## src/rtl/rmw_absx_seq.sv

```systemverilog
module rmw_absx_seq #(
  parameter logic [15:0] RESET_PC = 16'h8000
) (
  input  logic        clk,
  input  logic        rst_n,
  input  logic        start,
  input  logic [2:0]  op_sel,
  input  logic [7:0]  x_idx,
  input  logic        c_in,
  input  logic [7:0]  rdata,
  output logic [15:0] addr,
  output logic        we,
  output logic [7:0]  wdata,
  output logic [15:0] pc,
  output logic        flag_n,
  output logic        flag_z,
  output logic        flag_c,
  output logic        done
);

  typedef enum logic [2:0] {
    S_IDLE, S_LO, S_HI, S_DUMMY, S_READ, S_WBACK, S_WRITE
  } phase_t;

  phase_t      state;
  logic [15:0] pc_q;
  logic [7:0]  lo_q, hi_q, x_q, opnd_q, res_q;
  logic [2:0]  op_q;
  logic        cin_q, fix_q, res_c_q;
  logic [7:0]  alu_v;
  logic        alu_c;

  always_comb begin
    alu_v = opnd_q;
    alu_c = cin_q;
    case (op_q)
      3'd0: begin alu_v = {opnd_q[6:0], 1'b0};  alu_c = opnd_q[7]; end
      3'd1: begin alu_v = {1'b0, opnd_q[7:1]};  alu_c = opnd_q[0]; end
      3'd2: begin alu_v = {opnd_q[6:0], cin_q}; alu_c = opnd_q[7]; end
      3'd3: begin alu_v = {cin_q, opnd_q[7:1]}; alu_c = opnd_q[0]; end
      3'd4: alu_v = opnd_q + 8'd1;
      3'd5: alu_v = opnd_q - 8'd1;
      default: ;
    endcase
  end

  always_ff @(posedge clk) begin
    if (!rst_n) begin
      state   <= S_IDLE;
      pc_q    <= RESET_PC;
      lo_q    <= '0;
      hi_q    <= '0;
      x_q     <= '0;
      op_q    <= '0;
      cin_q   <= 1'b0;
      fix_q   <= 1'b0;
      opnd_q  <= '0;
      res_q   <= '0;
      res_c_q <= 1'b0;
      flag_n  <= 1'b0;
      flag_z  <= 1'b0;
      flag_c  <= 1'b0;
    end else begin
      case (state)
        S_IDLE: if (start) begin
          pc_q  <= pc_q + 16'd1;
          op_q  <= op_sel;
          x_q   <= x_idx;
          cin_q <= c_in;
          state <= S_LO;
        end
        S_LO: begin
          lo_q  <= rdata;
          pc_q  <= pc_q + 16'd1;
          state <= S_HI;
        end
        S_HI: begin
          {fix_q, lo_q} <= {1'b0, lo_q} + {1'b0, x_q};
          hi_q  <= rdata;
          pc_q  <= pc_q + 16'd1;
          state <= S_DUMMY;
        end
        S_DUMMY: begin
          hi_q  <= hi_q + {7'd0, fix_q};
          state <= S_READ;
        end
        S_READ: begin
          opnd_q <= rdata;
          state  <= S_WBACK;
        end
        S_WBACK: begin
          res_q   <= alu_v;
          res_c_q <= alu_c;
          state   <= S_WRITE;
        end
        S_WRITE: begin
          flag_n <= res_q[7];
          flag_z <= (res_q == 8'd0);
          flag_c <= res_c_q;
          state  <= S_IDLE;
        end
        default: state <= S_IDLE;
      endcase
    end
  end

  assign addr  = (state == S_IDLE || state == S_LO || state == S_HI) ? pc_q : {hi_q, lo_q};
  assign we    = (state == S_WBACK) || (state == S_WRITE);
  assign wdata = (state == S_WRITE) ? res_q : opnd_q;
  assign done  = (state == S_WRITE);
  assign pc    = pc_q;

endmodule

```

## config.mk

```make
export PLATFORM = sky130hd
export DESIGN_NAME = rmw_absx_seq
export DESIGN_NICKNAME = d
export VERILOG_FILES = /design/src/rtl/rmw_absx_seq.sv
export SDC_FILE = /design/constraint.sdc
export NUM_CORES = 1
export LEC_CHECK = 0
export BUFFER_PORTS_ARGS = -buffer_cell sky130_fd_sc_hd__buf_2
export CAP_MARGIN = 40
export CORE_ASPECT_RATIO = 0.8
export CORE_UTILIZATION = 30
export CTS_CLUSTER_SIZE = 40
export DETAILED_ROUTE_END_ITERATION = 10
export PLACE_DENSITY_LB_ADDON = 0.08
export SYNTH_ARGS = -nofsm -noshare
export SYNTH_HDL_FRONTEND = slang
export SYNTH_SLANG_ARGS = --single-unit
```

## constraint.sdc

```tcl
create_clock -name clk -period 5.6 [get_ports clk]
set_input_delay 0.28 -clock clk [delete_from_list [all_inputs] [get_ports clk]]
set_output_delay 0.28 -clock clk [all_outputs]
set_load 0.03 [all_outputs]
```

Word-level counts from Yosys, hierarchy flattened:

Cells that the tools add are included.
W data, S select, Z words.

* register bits: 68
* bits of input ports: 23
* output and inout bits: 45
* word-level logic and storage cells: 55

* $add $sub $neg: 5
* equal/unequal tests: 12
* muxes and demuxes: 10
* reductions and logical operators: 14

Operators with widths (number)
* $pmux W8 S6: 1
* $mux W16: 2
* $pmux W16 S2: 1
* $pmux W8 S2: 2
* $pmux W3 S6: 1
* $add A16 B1 Y16 const B: 1
* $eq A3 B3 Y1 const B: 5
* $eq A3 B2 Y1 const B: 4
* $add A8 B8 Y9: 1
* $add A8 B1 Y8: 1
* $add A8 B1 Y8 const B: 1
* $logic_not A8 Y1: 1
* $mux W8: 1
* $sub A8 B1 Y8 const B: 1
* $eq A3 B1 Y1 const B: 2
* $logic_not A3 Y1: 2
* $reduce_bool A2 Y1: 3
* $reduce_or A2 Y1: 3
* $reduce_and A2 Y1: 2
* $logic_or A1 B1 Y1: 3
* $mux W3: 1
* $ne A2 B2 Y1 const B: 1
* $pmux W1 S2: 1

Longest topological paths before layout:

Gate-level depths: netlist of the first run.

* word-level depth: 4
* depth in mapped cells: 10
* depth with buffers taken out: 10

Worst setup path after synthesis of the first run:

OpenSTA, ideal clock, no wires.

* kind: reg-to-output
* start point: register state[0]
* end point: output port wdata[1]
* data arrival time: 1.667 ns
* data required time: 5.320 ns
* slack: 3.653 ns
* stages on the path, launching flop included: 6
* buffers on the path: 2
* cell sequence: dfxtp_1 buf_2 or2_2 inv_1 buf_2 o21ai_0

* longest elaborated chain between the ends: 2

Ends and longest elaborated chain
* start: declaration: RTL line 25 `phase_t state;`
* start signal: assignment: RTL line 49 `state <= S_IDLE;`
* start signal: assignment: RTL line 70 `state <= S_LO;`
* start signal: assignment: RTL line 75 `state <= S_HI;`
* $eq A3 B3 Y1
* net done: RTL line 18 `output logic done`
* $mux W8: RTL line 109 `assign wdata = (state == S_WRITE) ? res_q : opnd_q;`
* end: declaration: RTL line 13 `output logic [7:0] wdata,`

The timed path passes the listed nets, and every way through them passes these cells.

Final worst setup path of the first run:

* start point: register op_q[2]
* end point: register res_q[6]

* longest elaborated chain between the ends: 2
* elaborated cells on any way between the ends: 7
* those cells by class: 5 x eq/ne; 1 x mux; 1 x reduce/logical

Ends and longest elaborated chain
* start: declaration: RTL line 28 `logic [2:0] op_q;`
* start signal: assignment: RTL line 67 `op_q <= op_sel;`
* $eq A3 B3 Y1, or another cell as far along: RTL line 36 `case (op_q)`
* $pmux W8 S6 (*): RTL line 36
* end signal: assignment: RTL line 92 `res_q <= alu_v;`
* end: declaration: RTL line 27 `logic [7:0] lo_q, hi_q, x_q, opnd_q, res_q;`

Mark *: on every way between the ends. The rest lies on a longest branch, timed or not.
A chain may end at the register's enable or synchronous reset.

==> impl_metrics.toml, run 1 <==
[yosys]
synth-edff-count = 0
syn_area_um2 = 4120
yosysTopAreaCell = "dfxtp_1"
async_flop_share_pct = 0
synthDistinctLibCells = 63
synthFlopType = "dfxtp_1"
synth.net_count = 565
synth-seq-cells = 68
syn_avg_cell_area_um2 = 7.78
synth_cells = 529
synthTopCellsByArea = "dfxtp_1 (33%), nand2_1 (11%), mux2i_1 (4.6%), a21boi_0 (4.4%), ha_1 (3.6%)"
synth_warnings = 0
yosys.area.top_type_share_pct = 33.1
seq_area_frac_synth_pct = 33.1

[cts]
insertion_delay_ps = 330
clk_pin_slew_ps = 60
htreeDepth = 3
hold_buffers = 0
post_cts_resized = 0
tritoncts = "built"
cts_root_buf = "clkbuf_16"
clkSinkCount = 68
clock_path_buffers = 2
cts_buffers = 9
postCtsSetupBuffers = 0

[critical_path]
crit_buf_inv = 0
cp_slowest_stage_delay_ps = 750
arrival_ps = 2990
crit_fanout = 22
cp.required_ps = 5860
path_class = "register to register"
start_kind = "register"
crit_family = "simple AND/OR/NAND/NOR gates"
slowest_stage = "dfxtp_1"
r2r_setup_slack_ps = 2870
endpoint_kind = "register"
crit_top_cell = "xnor2_1"
cp_cell_sequence = "and2b_1 -> nand2_1 -> xnor2_1 -> ha_1 -> nor3_1 -> nand4_1 -> a21oi_1 -> xnor2_1 -> nand3_1 -> a21boi_0"

[run_status]
status = "finished clean"

[global_route]
grt_max_degree = 73
busiest_layer = "met2"
met1_usage_pct = 24.2
grt_overflow = 0
grt_util_met3_pct = 3.50
antenna_found_initial = 0
grt_pass1_wl_um = 18900
grt_usage_pct = 17.2
grt_pass1_vias = 3528
met2_usage_pct = 26.8

[timing]
hold_slack_ps = 196
finalHoldViolCount = 0
setup_viol = 0
finalCritPeriodShare_pct = 48.8
fmax_mhz = 366
rsz0062_at_grt = "false"
tightest_slew_ps = 925
final_max_slew_viol_count = 0
min_period_ps = 2730
skew_ps = 6.35
tns_ps = 0
maxSlewHeadroom_pct = 38.3

[drt]
drc = 0
dr.pass1.iters = 4
num_vias = 3830
wirelength_um = 11700
ant_nets = 0
viasPerCell = 5.08
wire_per_inst_um = 15.5
first_iter_violations = 268

[power_and_ir_drop]
peakVddDrop_uv = 148
total_leakage_power_nw = 2.01
p_per_area_nw_per_um2 = 288

[floorplanning]
std_cell_rows = 37
die_w_um = 133
die-height_um = 107
core_um2 = 13100
io_pins = 68
initial_core_util_pct = 31.4
dieArea_um2 = 14200

[placed_design]
port_buffers = 67
globalplace.congestion = 0.788
dpl.hpwl_um = 8210

[layout]
layout_commonest_cell = "nand2_1"
drive_gt1_share_pct = 16.4
diodes = 0
syn2layout_area_growth_pct = 18.0
final_cell_mix = "nand2_1 (124), dfxtp_1 (68), buf_2 (67)"
final_nets = 610

[job]
max-cap-violations = 0

[hold_path]
holdCritPathClass = "primary input to register"
Yosys cell counts, types with 16 or more instances:
cell type / count
and2_1: 17
a21oi_1: 16
nor2b_1: 21
clkbuf_1: 16
o21ai_0: 29
nand3_1: 19
a21boi_0: 24
dfxtp_1: 68
mux2i_1: 19
buf_2: 17
xnor2_1: 16
nand2_1: 124
worst paths after layout:
| path | startpoint | end | depth (start not counted) |
|---|---|---|---|
| worst min-delay path | x_idx[7] | x_q[7] | 3 |
| worst max-delay path | op_q[2] | res_q[6] | 10 |
| worst max register to register | op_q[2] | res_q[6] | 10 |
| worst min register to register | flag_z | flag_z | 2 |
metrics by stage:
step / instances / cell area, µm² / utilization [%] / setup slack, ps / total power, mW
2_1_floorplan: 529 / 4120 / - / 3650 / 0.699
3_3_place_gp: 735 / 4500 / 34.3 / 3030 / 0.752
3_5_place_dp: 738 / 4520 / 34.5 / 2920 / 0.756
4_1_cts: 754 / 4860 / 37.1 / 2890 / 1.41
5_1_grt: 754 / 4860 / 37.1 / 2620 / 1.46
6_report: 754 / 4860 / 37.1 / 2870 / 1.40
worst min-delay path, cell delays in order:
cell	delay, ps
buf_2	100
nand2_1	40
a21boi_0	60
layout make-up:
cell class,count,area (µm²)
clock buffers,12,267
flip-flops and latches,68,1360
well taps,175,219
multi-input cells,414,2530
inverters,9,33.8
repair buffers,72,373
fillers,1447,8240
clock inverters,4,70.1
power by group:
group          switching (mW)  internal, mW  total [mW]  leakage [nW]
clock                   0.227         0.425       0.652         0.169
combinational           0.116        0.0788       0.195          1.29
sequential             0.0406         0.510       0.550         0.553
total                   0.383          1.01        1.40          2.01
routing by layer:
layer / routed length (µm) / vias up
li1: - / 1919
met1: 5840 / 1839
met2: 5330 / 61
met3: 408 / 11
met4: 108 / 0
met5: 0 / -
flip-flops by register name, summed over array words and instances, names as in the netlist:
| register | flops |
|---|---|
| fix_q | 1 |
| flag_z | 1 |
| pc | 16 |
| flag_n | 1 |
| hi_q | 8 |
| lo_q | 8 |
| x_q | 8 |
| cin_q | 1 |
| flag_c | 1 |
| opnd_q | 8 |
| res_c_q | 1 |
| res_q | 8 |
| op_q | 3 |
| state | 3 |
cells by family after synthesis:
group	share of synthesized area (%)
compound gates	18.5
xor+xnor	4.68
fa+ha+maj	4.13
buf+inv	5.35
flops	33.1
mux	4.62
simple gates	29.6
Note: power is estimated with default switching activity, not from simulation.
==> run 2: changes to the inputs <==
- clock period: 5.6 -> 2.7 ns (I/O delays scaled with it)
==> impl_metrics.toml, run 2 (synthesis results as in run 1) <==
[run_status]
status = "finished clean"

[cts]
clkSinkCount = 68
cts_buffers = 9
htreeDepth = 3
tritoncts = "built"
clock_path_buffers = 2
clk_pin_slew_ps = 60
insertion_delay_ps = 340
postCtsSetupBuffers = 0
post_cts_resized = 0
cts_root_buf = "clkbuf_16"
hold_buffers = 0

[timing]
setup_slack_ps = 456
hold_slack_ps = 47.1
setup_viol = 0
fmax_mhz = 446
skew_ps = 5.70
maxSlewHeadroom_pct = 47.8
tightest_slew_ps = 783
finalCritPeriodShare_pct = 83.1
min_period_ps = 2240
final_max_slew_viol_count = 0
tns_ps = 0
rsz0062_at_grt = "false"
finalHoldViolCount = 0

[drt]
dr.pass1.iters = 4
first_iter_violations = 273
viasPerCell = 4.97
num_vias = 3776
ant_nets = 0
wirelength_um = 11800
drc = 0
wire_per_inst_um = 15.6

[placed_design]
post-place-ws_ps = 578
placement.cell_area_um2 = 4570
globalplace.congestion = 0.796
dpl.hpwl_um = 8590
port_buffers = 67

[floorplanning]
die-height_um = 107
std_cell_rows = 37
core_um2 = 13100
dieArea_um2 = 14200
io_pins = 68
die_w_um = 133
initial_core_util_pct = 31.4

[critical_path]
crit_top_cell = "nand2_1"
r2r_setup_slack_ps = 560
cp.required_ps = 2570
timing.rr.start = "op_q[1]"
arrival_ps = 2110
cp_slowest_stage_delay_ps = 430
start_kind = "register"
path_class = "register to output pin"
crit_family = "buffers and inverters"
rr_endpoint = "res_q[6]"
r2r_cells = 10
crit_fanout = 13
slowest_stage = "dfxtp_1"
crit_buf_inv = 3
endpoint_kind = "output pin"
cp_cell_sequence = "buf_4 -> or2_2 -> inv_1 -> nand2_1 -> nand2_1 -> buf_2"
startpoint = "state[0]"

[global_route]
grt_pass1_wl_um = 19200
grt_overflow = 0
grt_pass1_vias = 3643
grt_max_degree = 46
grt_usage_pct = 17.5
antenna_found_initial = 0

[layout]
register_area_um2 = 1360
final_nets = 616
multi_input_comb_area_um2 = 2530
diodes = 0
final_area_um2 = 4850
largest_reg_flops = 16
layout_commonest_cell = "nand2_1"
final_util_pct = 37.1
syn2layout_area_growth_pct = 18.0
fillers = 1390
drive_gt1_share_pct = 17.0
final_cell_mix = "nand2_1 (124), dfxtp_1 (68), buf_2 (67)"

[power_and_ir_drop]
p_per_area_nw_per_um2 = 559
peakVddDrop_uv = 309
total_leakage_power_nw = 2.02

[hold_path]
min_path_cells = 3
min_to = "x_q[1]"
holdCritPathClass = "primary input to register"
min_from = "x_idx[1]"

[job]
max-cap-violations = 0
## run 2: cell types whose count changed in the layout (fill, tap and decap cells not counted), sizes merged
cell / delta
buf: +6
clkinv: -1
bufinv: -2
clkbuf: +2
## run 2: worst min-delay path, stage by stage
cell,delay [ps]
buf_2,100
nand2_1,40
a21boi_0,60
## run 2: power by group
part / internal, mW / switching, mW
logic: 0.171 / 0.266
registers: 1.06 / 0.0619
clock network: 0.716 / 0.441
total: 1.94 / 0.768
## run 2: worst max-delay path by stage
stage	to	slack (ps)	depth (start not counted)
global route	wdata[7]	220	6
finish	wdata[7]	460	6
detailed placement	res_q[6]	580	10
global placement	res_q[6]	680	10
CTS	wdata[7]	430	6
floorplan	res_q[6]	830	10
## run 2: area by class of cell
cell class / count / area share (%)
clock buffer: 14 / 5.85
sequential: 68 / 28.0
clock inverter: 1 / 0.103
inverter: 9 / 0.696
multi-input combinational: 414 / 52.2
timing repair buffer: 78 / 8.61
tap: 175 / 4.51
## run 2: routing by layer
metal | part of all wire [%] | vias up | GRT usage (%) | wire length (µm)
li1 | - | 1932 | - | -
met2 | 44 | 77 | 26.5 | 5260
met1 | 50 | 1756 | 24.1 | 5850
met3 | 4.7 | 11 | 4.68 | 554
met4 | 1.3 | 0 | 5.01 | 152
met5 | 0 | - | 0 | 0
## run 2: through the flow
stage / power [mW] / cells
2_1_floorplan: 1.45 / 529
3_3_place_gp: 1.58 / 744
3_5_place_dp: 1.58 / 744
4_1_cts: 2.75 / 759
5_1_grt: 2.85 / 759
6_report: 2.71 / 759
==> run 3: changes to the inputs <==
- clock period: 2.7 -> 1.95 ns (I/O delays scaled with it)
==> impl_metrics.toml, run 3 (synthesis results as in run 1) <==
[run_status]
status = "finished clean"

[global_route]
grt_pass1_vias = 3521
grt_overflow = 0
antenna_found_initial = 0
grt_pass1_wl_um = 18500
grt_usage_pct = 16.8
grt_max_degree = 37

[critical_path]
path_class = "register to register"
r2r_setup_slack_ps = 50
crit_fanout = 2
cp_cell_sequence = "and2b_1 -> nand2_2 -> xnor2_2 -> ha_2 -> buf_4 -> buf_4 -> o21a_1 -> nor2_1 -> o221ai_1 -> o21ai_1 -> nand3_1 -> a21boi_1"
slowest_stage = "dfxtp_1"
endpoint_kind = "register"
timing.rr.start = "op_q[1]"
crit_buf_inv = 2
cp_slowest_stage_delay_ps = 300
rr_endpoint = "res_q[2]"
crit_family = "compound AO/OA/AOI/OAI gates"
crit_top_cell = "buf_4"
start_kind = "register"
r2r_cells = 12
arrival_ps = 2170
cp.required_ps = 2210

[power_and_ir_drop]
switching_power_mw = 1.06
power_mw = 3.84
p_per_area_nw_per_um2 = 755
swShare_pct = 27.5
peakVddDrop_uv = 464
combPwrFrac_pct = 17.3
total_leakage_power_nw = 2.14
clkPwrFrac_pct = 42.5
p_int_mw = 2.79
p_seq_share_pct = 40.1

[placed_design]
globalplace.congestion = 0.790
place_inst = 765
dpl.hpwl_um = 8600
placement.cell_area_um2 = 4740
port_buffers = 67

[job]
max-cap-violations = 0

[floorplanning]
dieArea_um2 = 14200
die-height_um = 107
core_um2 = 13100
io_pins = 68
initial_core_util_pct = 31.4
die_w_um = 133
std_cell_rows = 37

[layout]
largest_reg_flops = 16
fin_cells = 780
final_cell_mix = "nand2_1 (123), buf_2 (67), dfxtp_1 (65)"
final_nets = 638
drive_gt1_share_pct = 22.1
syn2layout_area_growth_pct = 23.7
diodes = 0
layout_commonest_cell = "nand2_1"
final_area_um2 = 5090

[drt]
ant_nets = 0
wirelength_um = 11700
drc = 0
first_iter_violations = 253
viasPerCell = 4.92
num_vias = 3835
dr.pass1.iters = 4
wire_per_inst_um = 15.0

[cts]
clock_path_buffers = 2
clkSinkCount = 68
clk_pin_slew_ps = 60
cts_buffers = 9
hold_buffers = 0
cts_root_buf = "clkbuf_16"
htreeDepth = 3
tritoncts = "built"
insertion_delay_ps = 330

[timing]
finalCritPeriodShare_pct = 97.6
maxSlewHeadroom_pct = 69.6
rsz0062_at_grt = "true"
tns_ps = 0
skew_ps = 6.72
fmax_mhz = 525
min_period_ps = 1900
hold_slack_ps = 17.7
tightest_slew_ps = 456
finalHoldViolCount = 0
final_max_slew_viol_count = 0
setup_viol = 0

[hold_path]
min_from = "c_in"
holdCritPathClass = "primary input to register"
min_path_cells = 3
min_to = "cin_q"
[run 3: cell types whose count changed in the layout (fill, tap and decap cells not counted), moves of 2 or more]
cell	previous run	this run
dfxtp_2	0	2
dfxtp_1	68	65
clkbuf_8	4	2
a21boi_1	2	4
buf_4	11	32
a21boi_0	24	22
[run 3: worst reg2reg max path, stage by stage (launching register included)]
cell	delay, ps
dfxtp_1	300
and2b_1	210
nand2_2	80
xnor2_2	140
ha_2	180
buf_4	130
buf_4	120
o21a_1	150
nor2_1	80
o221ai_1	110
o21ai_1	90
nand3_1	90
a21boi_1	150
[run 3: power by group through the flow]
stage	Combinational, mW	Sequential (mW)	Clock [mW]
after floorplan	0.444	1.56	0
after global placement	0.656	1.57	0
after detailed placement	0.656	1.57	0
after CTS	0.660	1.54	1.69
after global routing	0.738	1.55	1.74
final	0.666	1.54	1.63
[run 3: final cells by class]
type / instances / area [µm²]
Fill cell: 1399 / 8010
Sequential cell: 68 / 1370
Clock inverter: 2 / 35.0
Multi-Input combinational cell: 414 / 2580
Timing Repair Buffer: 100 / 596
Inverter: 9 / 37.5
Tap cell: 175 / 219
Clock buffer: 12 / 256
[run 3: layer usage]
metal | track usage [%] | share of wire (%) | up-vias
met2 | 25.1 | 44 | 65
met4 | 4.68 | 0.99 | 0
met3 | 3.36 | 3.2 | 7
li1 | - | - | 1985
met5 | 0 | 0 | -
met1 | 24.1 | 52 | 1778
[run 3: how the worst max path moves through the flow]
stage / startpoint / to / slack (ps) / cells after the start
2_1_floorplan: op_q[1] / res_q[6] / 80 / 10
3_3_place_gp: lo_q[0] / fix_q / 50 / 9
3_5_place_dp: op_q[1] / res_q[6] / 20 / 10
4_1_cts: state[1] / wdata[7] / 10 / 6
5_1_grt: op_q[1] / res_q[2] / -80 / 12
6_report: op_q[1] / res_q[2] / 50 / 12
[run 3: metrics by stage]
step | setup slack, ps | utilization, %
2_1_floorplan | 75.2 | -
3_3_place_gp | 48.6 | 36.1
3_5_place_dp | 18.8 | 36.1
4_1_cts | 10.0 | 38.4
5_1_grt | -84.4 | 38.8
6_report | 46.9 | 38.8
[run 3: what timing repair did]
item | 4_1_cts | 5_1_grt
gates cloned | 0 | 0
pin swaps | 0 | 8
resized for setup | 2 | 17
buffers inserted | 0 | 1
setup endpoints to repair | 9 | 16
